--- src/rtl/outreg_pkg.sv ---
package outreg_pkg;
  timeunit 1ns;
  timeprecision 1ps;

  localparam logic [1:0] TR_IDLE   = 2'b00;
  localparam logic [1:0] TR_BUSY   = 2'b01;
  localparam logic [1:0] TR_NONSEQ = 2'b10;
  localparam logic [1:0] TR_SEQ    = 2'b11;

  localparam int MAX_WAIT = 3;

  typedef enum logic [2:0] {
    PH_IDLE,
    PH_WAIT,
    PH_LAST,
    PH_ERR1,
    PH_ERR2
  } phase_e;

  typedef struct packed {
    logic commitWrite;
    logic driveRead;
  } dp_strobe_t;
endpackage

--- src/rtl/outreg_ctrl.sv ---
module outreg_ctrl
  import outreg_pkg::*;
#(
  parameter int ADDR_W      = 16,
  parameter int WAIT_STATES = 0,
  parameter int PROT_WORD   = 1
) (
  input  logic              clk,
  input  logic              hresetn,
  input  logic              hsel,
  input  logic [ADDR_W-1:0] haddr,
  input  logic [1:0]        htrans,
  input  logic              hwrite,
  input  logic              hready,
  output logic              hreadyout,
  output logic              hresp,
  output dp_strobe_t        strobe
);
  timeunit 1ns;
  timeprecision 1ps;

  localparam int CNT_W = $clog2(MAX_WAIT + 1);
  localparam logic [CNT_W-1:0] WAIT_LOAD = CNT_W'(WAIT_STATES > 0 ? WAIT_STATES - 1 : 0);
  localparam logic [ADDR_W-3:0] PROT_IDX = (ADDR_W-2)'(PROT_WORD);

  phase_e           phase, nextPhase, startPhase;
  logic [CNT_W-1:0] waitCnt;
  logic             dpWrite, dpErr, dpLane0;
  logic             canAccept, accept, newErr;

  assign canAccept = (phase == PH_IDLE) || (phase == PH_LAST) || (phase == PH_ERR2);
  assign accept    = hsel && hready && ((htrans == TR_NONSEQ) || (htrans == TR_SEQ));
  assign newErr    = hwrite && (haddr[ADDR_W-1:2] == PROT_IDX);

  always_comb begin
    if (WAIT_STATES > 0) startPhase = PH_WAIT;
    else if (newErr)     startPhase = PH_ERR1;
    else                 startPhase = PH_LAST;
  end

  always_comb begin
    nextPhase = phase;
    unique case (phase)
      PH_IDLE, PH_LAST, PH_ERR2: nextPhase = accept ? startPhase : PH_IDLE;
      PH_WAIT: if (waitCnt == '0) nextPhase = dpErr ? PH_ERR1 : PH_LAST;
      PH_ERR1: nextPhase = PH_ERR2;
      default: nextPhase = PH_IDLE;
    endcase
  end

  always_ff @(posedge clk or negedge hresetn) begin
    if (!hresetn) begin
      phase   <= PH_IDLE;
      waitCnt <= '0;
      dpWrite <= 1'b0;
      dpErr   <= 1'b0;
      dpLane0 <= 1'b0;
    end else begin
      phase <= nextPhase;
      if (canAccept && accept) begin
        waitCnt <= WAIT_LOAD;
        dpWrite <= hwrite;
        dpErr   <= newErr;
        dpLane0 <= (haddr[1:0] == 2'b00);
      end else if (phase == PH_WAIT && waitCnt != '0) begin
        waitCnt <= waitCnt - 1'b1;
      end
    end
  end

  assign hreadyout          = !((phase == PH_WAIT) || (phase == PH_ERR1));
  assign hresp              = (phase == PH_ERR1) || (phase == PH_ERR2);
  assign strobe.commitWrite = (phase == PH_LAST) && dpWrite && dpLane0;
  assign strobe.driveRead   = (phase == PH_LAST) && !dpWrite;

  // Run length of stalled OKAY cycles, used to bound the wait window
  logic [2:0] lowRun;
  always_ff @(posedge clk or negedge hresetn) begin
    if (!hresetn)                  lowRun <= '0;
    else if (hreadyout || hresp)   lowRun <= '0;
    else if (lowRun != 3'd7)       lowRun <= lowRun + 1'b1;
  end

  // never more stalled cycles than configured
  p_wait_bound_r5: assert property (@(posedge clk) disable iff (!hresetn)
    (!hreadyout && !hresp) |-> (int'(lowRun) < WAIT_STATES));

  // first ERROR cycle is always followed by the second
  p_err_second_r6: assert property (@(posedge clk) disable iff (!hresetn)
    (hresp && !hreadyout) |=> (hresp && hreadyout));

  // ERROR only for a captured protected write
  p_err_cause_r6: assert property (@(posedge clk) disable iff (!hresetn)
    (hresp && !hreadyout) |-> (dpWrite && dpErr));

  // no accepted transfer means an idle OKAY cycle next
  p_idle_ready_r2: assert property (@(posedge clk) disable iff (!hresetn)
    (hreadyout && !(hsel && hready && htrans[1])) |=> (hreadyout && !hresp));

  // a register update only happens in an OKAY completing cycle
  p_commit_okay_r3: assert property (@(posedge clk) disable iff (!hresetn)
    strobe.commitWrite |-> (hreadyout && !hresp));
endmodule

--- src/rtl/outreg_dp.sv ---
module outreg_dp
  import outreg_pkg::*;
#(
  parameter int DATA_W = 32,
  parameter int REG_W  = 8
) (
  input  logic              clk,
  input  logic              hresetn,
  input  dp_strobe_t        strobe,
  input  logic [DATA_W-1:0] hwdata,
  output logic [DATA_W-1:0] hrdata,
  output logic [REG_W-1:0]  outBits
);
  timeunit 1ns;
  timeprecision 1ps;

  localparam int PAD_W = DATA_W - REG_W;

  logic [REG_W-1:0] outReg;
  logic             unusedHiLanes;

  assign unusedHiLanes = ^hwdata[DATA_W-1:REG_W];

  always_ff @(posedge clk or negedge hresetn) begin
    if (!hresetn)                outReg <= '0;
    else if (strobe.commitWrite) outReg <= hwdata[REG_W-1:0];
  end

  assign hrdata  = strobe.driveRead ? {{PAD_W{1'b0}}, outReg} : '0;
  assign outBits = outReg;

  // the register moves only on a commit strobe from the control
  p_reg_hold_r3: assert property (@(posedge clk) disable iff (!hresetn)
    !strobe.commitWrite |=> $stable(outReg));
endmodule

--- src/rtl/outreg_ahb_slave.sv ---
module outreg_ahb_slave
  import outreg_pkg::*;
#(
  parameter int ADDR_W      = 16,
  parameter int DATA_W      = 32,
  parameter int REG_W       = 8,
  parameter int WAIT_STATES = 0,
  parameter int PROT_WORD   = 1
) (
  input  logic              hclk,
  input  logic              hresetn,
  input  logic              hsel,
  input  logic [ADDR_W-1:0] haddr,
  input  logic [1:0]        htrans,
  input  logic              hwrite,
  input  logic [DATA_W-1:0] hwdata,
  input  logic              hready,
  output logic              hreadyout,
  output logic              hresp,
  output logic [DATA_W-1:0] hrdata,
  output logic [REG_W-1:0]  outBits
);
  timeunit 1ns;
  timeprecision 1ps;

  dp_strobe_t strobe;

  outreg_ctrl #(
    .ADDR_W(ADDR_W), .WAIT_STATES(WAIT_STATES), .PROT_WORD(PROT_WORD)
  ) u_ctrl (
    .clk(hclk), .hresetn(hresetn), .hsel(hsel), .haddr(haddr), .htrans(htrans),
    .hwrite(hwrite), .hready(hready), .hreadyout(hreadyout), .hresp(hresp),
    .strobe(strobe)
  );

  outreg_dp #(
    .DATA_W(DATA_W), .REG_W(REG_W)
  ) u_dp (
    .clk(hclk), .hresetn(hresetn), .strobe(strobe), .hwdata(hwdata),
    .hrdata(hrdata), .outBits(outBits)
  );
endmodule

--- config.mk ---
export PLATFORM = sky130hd
export DESIGN_NAME = outreg_ahb_slave
export DESIGN_NICKNAME = d
export VERILOG_FILES = /design/src/rtl/outreg_pkg.sv /design/src/rtl/outreg_ctrl.sv /design/src/rtl/outreg_dp.sv /design/src/rtl/outreg_ahb_slave.sv
export SDC_FILE = /design/constraint.sdc
export NUM_CORES = 1
export LEC_CHECK = 0
export BUFFER_PORTS_ARGS = -buffer_cell sky130_fd_sc_hd__buf_2
export CORE_MARGIN = 5
export CORE_UTILIZATION = 38
export DETAILED_ROUTE_END_ITERATION = 7
export GPL_TIMING_DRIVEN = 0
export PLACE_DENSITY = 0.85
export SETUP_SLACK_MARGIN = 0.4
export SLEW_MARGIN = 0
export SYNTH_ARGS = -nofsm -noshare
export SYNTH_HDL_FRONTEND = slang
export SYNTH_SLANG_ARGS = --single-unit
--- constraint.sdc ---
create_clock -name hclk -period 4.5 [get_ports hclk]
set_clock_uncertainty 0.2 [all_clocks]
set_input_delay 0.45 -clock hclk [delete_from_list [all_inputs] [get_ports hclk]]
set_output_delay 0.45 -clock hclk [all_outputs]
set_load 0.01 [all_outputs]
==> flow_summary.toml, run 1 <==
[run_status]
status = "completed"

[cts]
clock_sinks = 16
postCtsSetupRepairBufs = 0
clkTransAtPathRegs_ns = 0.10
clockBufferDepth = 2
htree_levels = 1
cts-buffers-inserted = 3
clkLatencyLatePin_ns = 0.29
ctsRootBufferMaster = "clkbuf_4"
cts_tree = "built"

[route]
drcViolationCount = 0
firstDrtPassIters = 4
vias_per_cell = 4.35
ant_nets = 0
drt_iter0_drc = 14
vias = 862
wire_per_inst_um = 11.2
totalWireLength_um = 2210

[logic_synthesis]
syn_avg_cell_area_um2 = 10.4
synth_top_cell_by_area = "dfrtp_1"
syn_inst = 93
ys_seq_area_frac = 0.415
yosysMostFrequentCell = "buf_4"
netlist.area_leader.share = 0.415
ys_ff_latch = 16
yosys_warnings = 0
synthTopCellsByArea = "dfrtp_1 42%, buf_4 19%, mux2_2 12%, and2_1 5.2%, nor4_4 2.2%"
yosysUniqueCellTypes = 25
synth_edf_count = 0
ys.flop_type = "dfrtp_1"
async_reset_ff_frac = 1.00
netlist_top_cells_count = "24 x buf_4, 16 x dfrtp_1, 10 x mux2_2"
netlist_area_um2 = 965

[final_layout]
utilization = 0.558
num-nets-final = 225
area_growth_syn_to_layout_pct = 42.0
fin_area_um2 = 1370
post_layout_nonfiller_instances = 198
antenna_cells = 0
multi_input_area_um2 = 447
num-fill-cells = 220
drive_gt1_frac = 0.530
regArea_um2 = 400

[worst_setup_path]
slowest_stage = "nor4_1"
crit_path_start_kind = "flop"
regToRegStartpoint = "u_ctrl.phase[1]"
path_class = "reg2out"
slowest_delay_ns = 0.89
path_max_fanout = 8
end_kind = "output port"
startpoint = "u_ctrl.phase[1]"
required_ns = 3.85
worstPathArrival_ns = 2.09
crit_path_cell_trace = "inv_2, nor4_1, and2_1, buf_2"

[sta]
setup_tns_ns = 0
fin_crit_sh = 0.609
slew_headroom = 0.305
worst_slack_ns = 1.76
worstMarginPinSlew_ns = 1.03
holdWs_ns = 0.189
slew_violations = 0
fmax_mhz = 365
finalSetupViolCount = 0
period_minus_slack_ns = 2.74
rsz0062_at_grt = "no"
hold_viol_final = 0

[placement]
place_ws_ns = 2.05
place_area_um2 = 1320
hpwl_um = 1860
dp_cells = 193
place_congestion = 0.792
io_buffers = 47

[grt]
grt_pass1_wl_um = 3360
gr-usage-all-layers = 0.123
gr-total-overflow = 0
grt_max_degree = 17
antenna_found_initial = 0
first_global_vias = 842

[die]
start_util = 0.393
core_um2 = 2450
die_area_um2 = 3650
num_rows = 18
dieWidth_um = 60.4
ios = 97
fp.dieH_um = 60.4

[power]
power.leakage_nw = 0.796
power_mw = 0.393
ir_drop_mv = 0.165
power_density_nw_per_um2 = 287

[run]
max_cap_violations = 0

[hold_path]
hp-class = "in2reg"
hold_start = "hwdata[5]"
-- logic make-up (layout without fill, tap and decap cells) --
logic type | count (synthesis) | in the layout | synth area share
AO/OA/AOI/OAI | 6 | 6 | 0.0402
XOR/XNOR | 1 | 1 | 0.00908
adder cells (fa/ha/maj) | 1 | 1 | 0.0130
buffers and inverters | 30 | 82 | 0.211
flip-flops | 16 | 16 | 0.415
multiplexers | 11 | 11 | 0.127
other | 1 | 24 | 0.00389
AND/OR/NAND/NOR | 27 | 27 | 0.180
-- registers in the layout, summed over array words and instances (netlist names) --
signal,count
u_ctrl.dpErr,1
u_ctrl.dpLane0,1
u_ctrl.dpWrite,1
u_ctrl.phase,3
u_ctrl.waitCnt,2
u_dp.outBits,8
-- worst max-delay path, delay by kind of cell (launching register included) --
family | cells | cell delay [ns]
buffers and inverters | 2 | 0.22
flip-flops | 1 | 0.46
AND/OR/NAND/NOR | 2 | 1.12
-- final cells by class --
cell class / count / area share
multi-input cells: 70 / 0.326
repair buffers: 48 / 0.179
inverters: 5 / 0.0137
well taps: 30 / 0.0274
plain buffers: 25 / 0.135
flip-flops and latches: 16 / 0.292
clock buffers: 4 / 0.0265
-- path summary, 6_finish.rpt --
path / to / slack (ns) / depth (start not counted)
worst min register to register: u_ctrl.dpErr / 0.33 / 2
min in group asynchronous: u_ctrl.phase[0] / 0.40 / 2
worst max-delay path: hrdata[5] / 1.76 / 4
worst min-delay path: u_dp.outBits[5] / 0.19 / 2
worst max register to register: u_dp.outBits[0] / 2.66 / 3
max in group asynchronous: u_dp.outBits[1] / 3.43 / 2
-- layout by cell type, fill, tap and decap left out --
| cell type | synthesis | final |
|---|---|---|
| and2_1 | 8 | 8 |
| nand4b_1 | 1 | 1 |
| buf_2 | 1 | 48 |
| nor2_1 | 5 | 5 |
| clkbuf_4 | 0 | 3 |
| nand2_1 | 3 | 3 |
| dlygate4sd3_1 | 0 | 1 |
| a21o_2 | 1 | 1 |
| conb_1 | 1 | 24 |
| dfrtp_1 | 16 | 16 |
| nor4_4 | 1 | 1 |
| o21ai_0 | 2 | 2 |
| a21oi_1 | 1 | 1 |
| nor4b_1 | 2 | 2 |
| mux2i_1 | 1 | 1 |
| mux2_2 | 10 | 10 |
| nor4_1 | 3 | 3 |
| inv_2 | 1 | 1 |
| buf_4 | 24 | 24 |
| nand2b_1 | 1 | 1 |
| xnor2_1 | 1 | 1 |
| ha_1 | 1 | 1 |
| a21o_1 | 1 | 1 |
| nor3b_1 | 2 | 2 |
| nand4_1 | 1 | 1 |
| a211oi_1 | 1 | 1 |
| clkbuf_8 | 0 | 1 |
| inv_1 | 4 | 4 |
-- per-layer routing --
metal / GRT usage / share of wire / up-vias
li1: - / - / 414
met1: 0.122 / 0.34 / 387
met2: 0.242 / 0.48 / 61
met3: 0.0340 / 0.17 / 0
met4: 0.0380 / 0 / 0
met5: 0 / 0 / -
-- where the power goes --
| group | switching, mW | internal (mW) |
|---|---|---|
| Clock | 0.0470 | 0.0493 |
| Sequential | 0.0164 | 0.169 |
| Combinational | 0.0502 | 0.0606 |
-- repair_timing --
| item | 4_1_cts | 5_1_grt |
|---|---|---|
| gates resized for setup | 0 | 0 |
| hold buffers | 1 | 0 |
| endpoints found under the hold margin | 16 | 0 |
Power figures use the tool's default switching activity.
==> run 2, diff against run 1 <==
--- a/config.mk
+++ b/config.mk
@@ -6,11 +6,12 @@
 export NUM_CORES = 1
 export LEC_CHECK = 0
 export BUFFER_PORTS_ARGS = -buffer_cell sky130_fd_sc_hd__buf_2
+export CORE_ASPECT_RATIO = 2
 export CORE_MARGIN = 5
-export CORE_UTILIZATION = 38
+export CORE_UTILIZATION = 35
 export DETAILED_ROUTE_END_ITERATION = 7
 export GPL_TIMING_DRIVEN = 0
-export PLACE_DENSITY = 0.85
+export PLACE_DENSITY = 0.79
 export SETUP_SLACK_MARGIN = 0.4
 export SLEW_MARGIN = 0
 export SYNTH_ARGS = -nofsm -noshare
==> constraint.sdc (replaced) <==
create_clock -name hclk -period 2.6 [get_ports hclk]
set_clock_uncertainty 0.2 [all_clocks]
set_input_delay 0.26 -clock hclk [delete_from_list [all_inputs] [get_ports hclk]]
set_output_delay 0.26 -clock hclk [all_outputs]
set_load 0.01 [all_outputs]
==> run 2 against run 1 <==
Net effect:
- final area increased by 2.4%
- count of clock-buffer cells in the layout is the same
- non-clock buffer count unchanged
- critical path depth fell by 1
- cell count shrank 0.51%
- sequential share of layout area shrank 0.68 points
- critical path type unchanged
- largest cell class unchanged
- largest power group unchanged
==> flow_summary.toml, run 2 (same netlist as run 1, synthesis figures left out) <==
[sta]
slew_headroom = 0.591
holdWs_ns = 0.0380
worstMarginPinSlew_ns = 0.605
finalSetupViolCount = 0
period_minus_slack_ns = 1.98
rsz0062_at_grt = "no"
fmax_mhz = 506
slew_violations = 0
fin_crit_sh = 0.760
setup_tns_ns = 0
hold_viol_final = 0

[placement]
place_area_um2 = 1320
hpwl_um = 1870
place_congestion = 0.725
io_buffers = 47

[cts]
clock_sinks = 16
clockBufferDepth = 2
postCtsSetupRepairBufs = 0
ctsRootBufferMaster = "clkbuf_8"
clkLatencyLatePin_ns = 0.25
clkTransAtPathRegs_ns = 0.06
htree_levels = 1
cts_tree = "built"
cts-buffers-inserted = 3

[worst_setup_path]
end_kind = "output port"
worstPathArrival_ns = 1.52
path_class = "reg2out"
required_ns = 2.14
slowest_delay_ns = 0.49
path_max_fanout = 8
worst-r2r-setup-slack_ns = 0.75
crit_path_cell_trace = "nor4_4, and2_1, buf_2"
worst-path-buf-inv = 1
slowest_stage = "dfrtp_1"
crit_path_start_kind = "flop"
cp_top_family = "simple AND/OR/NAND/NOR gates"

[route]
vias_per_cell = 4.21
firstDrtPassIters = 3
met2WireLength_um = 1220
top_layer = "met4"
wl_met1_um = 635
drt_iter0_drc = 12
ant_nets = 0
vias = 830
wire_per_inst_um = 10.9
drcViolationCount = 0
met3WireLength_um = 274
totalWireLength_um = 2150

[final_layout]
area_growth_syn_to_layout_pct = 45.4
fin_area_um2 = 1400
multi_input_area_um2 = 462
mostFrequentLayoutCell = "buf_2"
final_cell_mix = "48 x buf_2, 24 x buf_4, 24 x conb_1, 16 x dfrtp_1, 10 x mux2_2"
num-nets-final = 225
regArea_um2 = 400
largest_reg_flops = 8
drive_gt1_frac = 0.536
antenna_cells = 0
num-fill-cells = 262

[grt]
grt_max_degree = 17
antenna_found_initial = 0
first_global_vias = 800
gr-usage-all-layers = 0.112
gr-total-overflow = 0
grt_pass1_wl_um = 3330

[die]
dieWidth_um = 47.1
ios = 97
fp.dieH_um = 84.2
die_area_um2 = 3970
core_um2 = 2700
num_rows = 27
start_util = 0.357

[power]
power_density_nw_per_um2 = 523
ir_drop_mv = 0.391
power.leakage_nw = 0.806

[run]
max_cap_violations = 0

[run_status]
status = "completed"

[hold_path]
hp-class = "in2reg"
## run 2: cell types whose count changed in the layout (fill, tap and decap cells not counted)
cell / delta
clkbuf_8: +3
nor4_4: +1
nor4_1: -1
clkbuf_4: -3
## run 2: path summary, 6_finish.rpt
check / endpoint / depth (start not counted) / startpoint
max in group asynchronous: u_dp.outBits[0] / 2 / hresetn
min: u_dp.outBits[4] / 2 / hwdata[4]
min reg2reg: u_ctrl.phase[0] / 2 / u_ctrl.dpErr
max: hrdata[5] / 3 / u_ctrl.phase[0]
min in group asynchronous: u_dp.outBits[7] / 2 / hresetn
max reg2reg: u_dp.outBits[0] / 3 / u_ctrl.phase[1]
## run 2: worst register-to-register path, stage by stage (launching register included)
cell and delay (ns):
dfrtp_1 0.45, inv_2 0.11, nor4_4 0.58, mux2_2 0.40
## run 2: final cells by class
cell class / count / area share
Clock buffer: 4 / 0.0393
Tap cell: 29 / 0.0259
Sequential cell: 16 / 0.285
Multi-Input combinational cell: 70 / 0.329
Buffer: 25 / 0.132
Timing Repair Buffer: 48 / 0.175
Inverter: 5 / 0.0134
## run 2: what timing repair did
action / 4_1_cts / 5_1_grt
resized for setup: 2 / 0
endpoints found under the hold margin: 16 / 0
hold buffers: 1 / 0
setup endpoints to repair: 8 / 8
pin swaps: 0 / 1
## run 2: through the flow
step / setup slack, ns / utilization / power (mW) / cells
after detailed placement: 0.257 / 0.489 / 0.517 / 192
after global placement: 0.241 / 0.489 / 0.511 / 192
after CTS: 0.528 / 0.519 / 0.739 / 197
after floorplan: 0.886 / - / 0.436 / 116
final: 0.623 / 0.519 / 0.734 / 197
after global routing: 0.445 / 0.519 / 0.772 / 197
## run 2: routing by layer
metal / global-route usage / vias up
met4: 0.0378 / 0
met2: 0.217 / 46
met1: 0.106 / 366
li1: - / 414
met5: 0 / -
met3: 0.0193 / 4
## run 2: where the power goes
part	internal [mW]	switching [mW]
sequential	0.293	0.0287
combinational	0.106	0.0861
clock	0.134	0.0862
